[src/rtl/dsc_pkg.sv]
package dsc_pkg;

    typedef enum logic [1:0] {
        PH_AZ    = 2'd0,
        PH_INT   = 2'd1,
        PH_DEINT = 2'd2
    } phase_e;

    localparam int SEL_W = 3;

    function automatic logic [SEL_W-1:0] phase_onehot(input phase_e ph);
        logic [SEL_W-1:0] sel;
        sel = '0;
        case (ph)
            PH_INT:   sel[1] = 1'b1;
            PH_DEINT: sel[2] = 1'b1;
            default:  sel[0] = 1'b1;
        endcase
        return sel;
    endfunction

endpackage

[src/rtl/dsc_frame_timer.sv]
module dsc_frame_timer #(
    parameter int FRAME_LEN = 8192,
    parameter int INT_LEN   = 2048,
    parameter int PARK_LEAD = 7,
    parameter int AZ_START  = 6144,
    parameter int POS_W     = $clog2(FRAME_LEN)
) (
    input  logic clk,
    input  logic rst,
    input  logic run_hold,
    output logic frame_last,
    output logic int_last
);
    localparam int PARK_POS = FRAME_LEN - PARK_LEAD;

    logic [POS_W-1:0] pos_q;
    logic             parked;

    assign frame_last = (pos_q == POS_W'(FRAME_LEN - 1));
    assign int_last   = (pos_q == POS_W'(INT_LEN - 1));
    assign parked     = (pos_q == POS_W'(PARK_POS)) && !run_hold;

    always_ff @(posedge clk) begin
        if (rst) begin
            pos_q <= POS_W'(AZ_START);
        end else if (!parked) begin
            pos_q <= frame_last ? '0 : pos_q + 1'b1;
        end
    end

endmodule

[src/rtl/dsc_phase_fsm.sv]
module dsc_phase_fsm
    import dsc_pkg::*;
#(
    parameter int CNT_W = 12
) (
    input  logic             clk,
    input  logic             rst,
    input  logic             frame_last,
    input  logic             int_last,
    input  logic             cmp_in,
    output phase_e           phase,
    output logic [CNT_W-1:0] dcnt,
    output logic             pol_seen,
    output logic             crossed,
    output logic             latch_stb
);
    localparam logic [CNT_W-1:0] DCNT_MAX = '1;

    phase_e phase_q;

    assign phase     = phase_q;
    assign crossed   = cmp_in ^ pol_seen;
    assign latch_stb = (phase_q == PH_DEINT) && (crossed || dcnt == DCNT_MAX);

    always_ff @(posedge clk) begin
        if (rst) begin
            phase_q  <= PH_AZ;
            dcnt     <= '0;
            pol_seen <= 1'b0;
        end else begin
            case (phase_q)
                PH_AZ: begin
                    if (frame_last) phase_q <= PH_INT;
                end
                PH_INT: begin
                    if (int_last) begin
                        phase_q  <= PH_DEINT;
                        dcnt     <= '0;
                        pol_seen <= cmp_in;
                    end
                end
                PH_DEINT: begin
                    if (latch_stb) phase_q <= PH_AZ;
                    else           dcnt    <= dcnt + 1'b1;
                end
                default: phase_q <= PH_AZ;
            endcase
        end
    end

endmodule

[src/rtl/dsc_result_latch.sv]
module dsc_result_latch #(
    parameter int CNT_W = 12
) (
    input  logic             clk,
    input  logic             rst,
    input  logic             latch_stb,
    input  logic [CNT_W-1:0] dcnt,
    input  logic             pol_seen,
    input  logic             crossed,
    output logic [CNT_W-1:0] res_mag,
    output logic             res_pol,
    output logic             res_ovr,
    output logic             data_valid
);
    always_ff @(posedge clk) begin
        if (rst) begin
            res_mag    <= '0;
            res_pol    <= 1'b0;
            res_ovr    <= 1'b0;
            data_valid <= 1'b0;
        end else begin
            data_valid <= latch_stb;
            if (latch_stb) begin
                res_mag <= dcnt;
                res_pol <= pol_seen;
                res_ovr <= !crossed;
            end
        end
    end

endmodule

[src/rtl/dual_slope_sequencer.sv]
module dual_slope_sequencer
    import dsc_pkg::*;
#(
    parameter int CNT_W     = 12,
    parameter int INT_LEN   = 2048,
    parameter int FRAME_LEN = 8192,
    parameter int PARK_LEAD = 7
) (
    input  logic             clk,
    input  logic             rst,
    input  logic             run_hold,
    input  logic             cmp_in,
    output logic [2:0]       phase_sel,
    output logic             status,
    output logic             data_valid,
    output logic [CNT_W-1:0] res_mag,
    output logic             res_pol,
    output logic             res_ovr
);
    localparam int POS_W    = $clog2(FRAME_LEN);
    localparam int AZ_START = INT_LEN + (1 << CNT_W);

    logic             frame_last;
    logic             int_last;
    phase_e           phase;
    logic [CNT_W-1:0] dcnt;
    logic             pol_seen;
    logic             crossed;
    logic             latch_stb;

    dsc_frame_timer #(
        .FRAME_LEN(FRAME_LEN),
        .INT_LEN  (INT_LEN),
        .PARK_LEAD(PARK_LEAD),
        .AZ_START (AZ_START),
        .POS_W    (POS_W)
    ) u_timer (
        .clk       (clk),
        .rst       (rst),
        .run_hold  (run_hold),
        .frame_last(frame_last),
        .int_last  (int_last)
    );

    dsc_phase_fsm #(.CNT_W(CNT_W)) u_fsm (
        .clk       (clk),
        .rst       (rst),
        .frame_last(frame_last),
        .int_last  (int_last),
        .cmp_in    (cmp_in),
        .phase     (phase),
        .dcnt      (dcnt),
        .pol_seen  (pol_seen),
        .crossed   (crossed),
        .latch_stb (latch_stb)
    );

    dsc_result_latch #(.CNT_W(CNT_W)) u_latch (
        .clk       (clk),
        .rst       (rst),
        .latch_stb (latch_stb),
        .dcnt      (dcnt),
        .pol_seen  (pol_seen),
        .crossed   (crossed),
        .res_mag   (res_mag),
        .res_pol   (res_pol),
        .res_ovr   (res_ovr),
        .data_valid(data_valid)
    );

    assign phase_sel = phase_onehot(phase);
    assign status    = (phase != PH_AZ);

endmodule

[config.mk]
export PLATFORM = sky130hd
export DESIGN_NAME = dual_slope_sequencer
export DESIGN_NICKNAME = d
export VERILOG_FILES = /design/src/rtl/dsc_pkg.sv /design/src/rtl/dsc_frame_timer.sv /design/src/rtl/dsc_phase_fsm.sv /design/src/rtl/dsc_result_latch.sv /design/src/rtl/dual_slope_sequencer.sv
export SDC_FILE = /design/constraint.sdc
export NUM_CORES = 1
export LEC_CHECK = 0
export BUFFER_PORTS_ARGS = -buffer_cell sky130_fd_sc_hd__buf_4
export CAP_MARGIN = 20
export CORE_MARGIN = 3
export CORE_UTILIZATION = 53
export CTS_CLUSTER_DIAMETER = 150
export DETAILED_ROUTE_END_ITERATION = 7
export PLACE_DENSITY = 0.73
export SLEW_MARGIN = 20
export SYNTH_ARGS = -nofsm -noshare
export SYNTH_HDL_FRONTEND = slang
export SYNTH_HIERARCHICAL = 1
export SYNTH_SLANG_ARGS = --single-unit
export TNS_END_PERCENT = 50
[constraint.sdc]
create_clock -name clk -period 2.5 [get_ports clk]
set_input_delay 0.5 -clock clk [delete_from_list [all_inputs] [get_ports clk]]
set_output_delay 0.5 -clock clk [all_outputs]
set_load 0.03 [all_outputs]
---- Yosys cells after proc, flatten, opt, wreduce, memory -nomap -nowiden ----
Index checks and enable logic that the tools add are counted.
storage, ports and cells
  register bits ........................... 43
  input bits .............................. 4
cells by class
  $add $sub $neg .......................... 2
  equality and inequality tests ........... 10
  muxes and demuxes ....................... 11
  bitwise logic cells ..................... 1
  reduce and logical (&&, ||, !) cells .... 12
operator list
  kind                                                    count
  equality test 13 bit (second input constant)            2
  two-way mux 12 bit                                      2
  one-hot mux 12 bit (2 select lines)                     1
  adder 13 x 1 -> 13 bit (second input constant)          1
  equality test 13 x 11 -> 1 bit (second input constant)  1
  two-way mux 13 bit                                      1
  adder 12 x 1 -> 12 bit (second input constant)          1
  equality test 12 bit (second input constant)            1
  two-way mux 2 bit                                       3
  inequality test 2 bit (second input constant)           3
  one-hot mux 2 bit (3 select lines)                      1
  AND reduction 3 bit                                     2
  nonzero test 2 bit                                      2
  two-way mux 1 bit                                       3
  equality test 2 x 1 -> 1 bit (second input constant)    1
  equality test 2 bit (second input constant)             1
  logical AND 1 bit                                       2
  zero test 1 bit                                         2
  zero test 2 bit                                         1
  inequality test 2 x 1 -> 1 bit (second input constant)  1
  AND reduction 2 bit                                     1
  OR reduction 2 bit                                      1
  logical OR 1 bit                                        1
  XOR 1 bit                                               1

---- Logic depth before layout (Yosys ltp) ----
  word-level depth ........................ 5
  mapped depth ............................ 9
  depth with buffers taken out ............ 9

---- Cells and area by module ----
Netlist, hierarchy kept.
modules (own cells, without submodules)
  module                instances  cells an instance  area an instance (µm²)
  dsc_phase_fsm         1          102                878.3
  dsc_frame_timer       1          70                 668.1
  dsc_result_latch      1          47                 538.0
  dual_slope_sequencer  1          7                  52.6

---- Worst setup path before layout ----
OpenSTA, ideal clock, no wires.
  path type ............................... reg-to-reg
  start ................................... register u_fsm.dcnt[0]
  end ..................................... register u_latch.res_mag[2]
  data arrival time ....................... 1.926 ns
  path slack .............................. 0.457 ns
  cell stages (with the launch flop) ...... 9
  clock period less this slack ............ 2.043 ns
  cells stage by stage .................... dfxtp_1 -> ha_1 -> nand3_2 -> or4_4 -> a21oi_1 -> buf_6 -> buf_12 -> mux2i_1 -> nor2_1
on the way
  cells in the longest elaborated chain, start to end .. 3
ends and longest elaborated chain
  element                 RTL line                    source
  from (decl)             dsc_phase_fsm.sv:12         output logic [CNT_W-1:0] dcnt,
  from (signal assigned)  dsc_phase_fsm.sv:44         else dcnt <= dcnt + 1'b1;
  equality test 12 bit    dsc_phase_fsm.sv:23         assign latch_stb = (phase_q == PH_DEINT) && (crossed || dcnt == DCNT_MAX);
  logical OR 1 bit        dsc_phase_fsm.sv:23
  logical AND 1 bit       dsc_phase_fsm.sv:23
  net latch_stb           dual_slope_sequencer.sv:29  logic latch_stb;
  to (signal assigned)    dsc_result_latch.sv:24      res_mag <= dcnt;
  to (decl)               dsc_result_latch.sv:10      output logic [CNT_W-1:0] res_mag,
The timed path passes the listed nets, and every way through them passes these cells.
A chain may end at the register's enable or synchronous reset.

---- Worst setup path in the final report ----
  start ................................... register u_fsm.dcnt[0]
  end ..................................... register u_latch.res_pol
on the way
  cells in the longest elaborated chain, start to end .. 3
ends and longest elaborated chain
  element               RTL line                    source
  equality test 12 bit  dsc_phase_fsm.sv:23
  logical OR 1 bit      dsc_phase_fsm.sv:23
  logical AND 1 bit     dsc_phase_fsm.sv:23
  net latch_stb         dual_slope_sequencer.sv:29
  to (signal assigned)  dsc_result_latch.sv:25      res_pol <= pol_seen;
  to (decl)             dsc_result_latch.sv:11      output logic res_pol,
The timed path passes the listed nets, and every way through them passes these cells.

==> impl_metrics.py <==
metrics = {
    "outcome": {
        "status": "completed",
    },
    "power_and_ir_drop": {
        "leakagePower_nw": 0.866,
        "ir_drop_mv": 0.366,
        "powerDensity_mw_per_mm2": 476,
        "totalPowerFinal_mw": 1.14,
    },
    "detailed_routing": {
        "routed_wl_um": 4230,
        "post_drt_wl_per_cell_um": 14.1,
        "top_layer_used": "met4",
        "via_per_inst": 5.69,
        "vias": 1708,
        "drt-met1-wl_um": 2020,
        "dr.pass1.iters": 4,
        "wl_met3_um": 253,
        "drt_iter0_drc": 139,
        "drc": 0,
        "drtAntennaViolNets": 0,
        "wl_met2_um": 1910,
    },
    "global_route": {
        "grt_start_max_net_pins": 35,
        "grt_first_pass_wirelength_um": 6950,
        "grt.total_usage_pct": 17.6,
        "first_global_vias": 1503,
        "grt-ovfl-total": 0,
        "antenna_found_initial": 0,
    },
    "worst_hold_path": {
        "hold_class": "input pin to register",
        "min_from": "cmp_in",
    },
    "timing": {
        "post-route-period-util_pct": 87.5,
        "slew_headroom_pct": 54.9,
        "grt_setup_unrepaired": "false",
        "fin_tns_setup_ps": 0,
        "worst_slew_pin_slew_ps": 671,
        "hold_viol_final": 0,
        "setup-violations-final": 0,
        "clock_skew_ps": 7.74,
        "timing.fmax_mhz": 457,
        "final_max_slew_viol_count": 0,
        "period_minus_slack_ps": 2190,
    },
    "clock_tree": {
        "cts.sinks": 43,
        "cts_tree": "done",
        "cts_hold_buf": 0,
        "post_cts_resize_count": 0,
        "postCtsSetupRepairBufs": 0,
        "clk_latency_ps": 290,
        "htree_levels": 2,
        "clockBufferDepth": 2,
        "cts_buffers": 5,
        "clkTransAtPathRegs_ps": 80,
        "clock-root-buffer": "clkbuf_8",
    },
    "critical_path": {
        "crit_start": "u_fsm/dcnt[0]",
        "crit_arrival_ps": 2360,
        "crit_path_end_kind": "register",
        "critical_path.max_fanout": 12,
        "r2r_start": "u_fsm/dcnt[0]",
        "start_kind": "register",
        "critical_path_class": "register to register",
        "max_stage_delay_ps": 600,
        "slowest_stage": "or4_4",
        "crit_chain": "ha_1 > nand3_2 > or4_4 > a21oi_2 > buf_4 > mux2i_1 > nor2_1",
        "worst_ep_required_time_ps": 2670,
    },
    "floorplan": {
        "coreArea_mm2": 0.00377,
        "pin_count": 23,
        "start_util_pct": 56.7,
        "die_area_mm2": 0.00483,
        "fp.dieW_um": 69.5,
        "num_rows": 22,
        "die_h_um": 69.5,
    },
    "layout": {
        "utilization_pct": 63.6,
        "antenna-diode-count": 0,
        "area_growth_syn_to_layout_pct": 12.3,
        "layout-drive-gt1-share_pct": 19.0,
        "stdcell_count": 300,
        "layout.nets": 261,
    },
    "synth": {
        "synth_cell_type_count": 53,
        "synth_warnings": 6,
        "syn_nets": 236,
        "netlist_instances": 226,
        "synth.avg_cell_area_um2": 9.46,
        "yosysSeqAreaShare_pct": 40.3,
        "synth_area_mm2": 0.00214,
        "synth-main-ff-cell": "dfxtp_1",
        "async_flop_share_pct": 0,
        "synth_edf_count": 0,
        "ys_ff_latch": 43,
    },
    "place": {
        "placedCellCount": 292,
        "port-buffer-count": 22,
        "place_congestion": 0.847,
        "dp_hpwl_um": 3010,
    },
    "run": {
        "cap_viol_max_count": 0,
    },
}
==> per-layer routing <==
layer / vias to the layer above / track usage (%)
met1: 790 / 24.2
met4: 0 / 5.21
met2: 44 / 26.5
met3: 6 / 5.36
met5: - / 0
li1: 868 / -
==> critical path, delay by kind of cell, from the launching register on <==
| kind | cells | cell delay, ps |
|---|---|---|
| and+or+nand+nor | 3 | 810 |
| DFF | 1 | 410 |
| muxes | 1 | 200 |
| AOI/OAI and AO/OA | 1 | 180 |
| buffers and inverters | 1 | 240 |
| adders and majority gates | 1 | 220 |
==> worst paths after layout <==
check	end	slack [ps]	depth (start not counted)
worst min-delay path	u_fsm/pol_seen	480	3
worst max-delay path	u_latch/res_pol	310	7
worst min register to register	u_latch/res_mag[3]	510	2
worst max register to register	u_latch/res_pol	310	7
==> cells in the mapped netlist, types with 2 or more instances <==
master / n / share of area [%]
ha_1: 6 / 3.5
nand2_1: 12 / 2.1
nand2b_1: 3 / 0.88
or3_1: 4 / 1.2
nor2_1: 28 / 4.9
a311oi_1: 2 / 0.82
mux2i_1: 15 / 7.0
and4_1: 2 / 0.82
nor4_1: 3 / 0.88
o31ai_1: 4 / 1.4
nor3_1: 3 / 0.70
o311ai_0: 2 / 0.82
xnor2_1: 4 / 1.6
nand3b_1: 2 / 0.70
and3_1: 4 / 1.2
a21oi_1: 10 / 2.3
buf_6: 2 / 1.1
dfxtp_1: 43 / 40
buf_4: 3 / 1.1
nor4_4: 3 / 3.0
nand3_1: 14 / 3.3
a31oi_1: 4 / 1.2
or3_2: 2 / 0.70
inv_1: 9 / 1.6
o21ai_0: 2 / 0.47
o211ai_1: 2 / 0.70
and3_2: 2 / 0.70
xor2_1: 6 / 2.5
or4_1: 2 / 0.70
nor2b_1: 2 / 0.59
nand4_1: 4 / 1.2
==> logic make-up (layout without fill, tap and decap cells) <==
logic type	count (synthesis)	count (layout)	share of synthesized area, %
buf+inv	16	42	4.86
compound gates	32	32	10.3
fa+ha+maj	6	6	3.51
flops	43	43	40.3
mux	15	15	7.03
xor+xnor	11	11	4.86
simple gates	103	103	29.2
==> where the power goes <==
group | internal (mW) | switching, mW | leakage (nW)
registers | 0.688 | 0.00521 | 0.347
logic | 0.0119 | 0.0193 | 0.476
clock network | 0.196 | 0.220 | 0.0422
==> state kept, by name, summed over array words and instances (netlist names) <==
name and cells:
u_timer/pos_q 13, u_fsm/dcnt 12, u_latch/res_mag 12, u_fsm/phase 2, u_fsm/pol_seen 1, u_latch/data_valid 1, u_latch/res_ovr 1, u_latch/res_pol 1
==> per-stage QoR <==
stage | setup slack (ps) | area, um^2 | hold slack, ps
2_1_floorplan | 457 | 2140 | 473
3_3_place_gp | 395 | 2320 | 477
3_5_place_dp | 336 | 2320 | 484
4_1_cts | 314 | 2400 | 472
5_1_grt | 158 | 2400 | 491
6_report | 313 | 2400 | 479
==> layout make-up <==
type                            count  area [um^2]
Fill cell                         305         1370
Multi-Input combinational cell    167         1180
Sequential cell                    43          861
Timing Repair Buffer               25          188
Clock buffer                        7         76.3
Tap cell                           48         60.1
Inverter                            9         33.8
Clock inverter                      1         5.00
==> cells in the final DEF (no fill, tap or decap), drive strengths merged, types with 3 or more instances in the layout <==
master / instances
ha: 6
or4: 3
clkbuf: 7
nor4: 6
nor2: 28
and3: 6
or3: 6
o31ai: 4
a31oi: 4
nand2b: 3
nand4: 5
nor3: 3
nand2: 13
mux2i: 15
a21oi: 10
buf: 25
and4: 3
inv: 9
xnor2: 5
xor2: 6
dfxtp: 43
nand3: 15
Power figures use the tool's default switching activity.
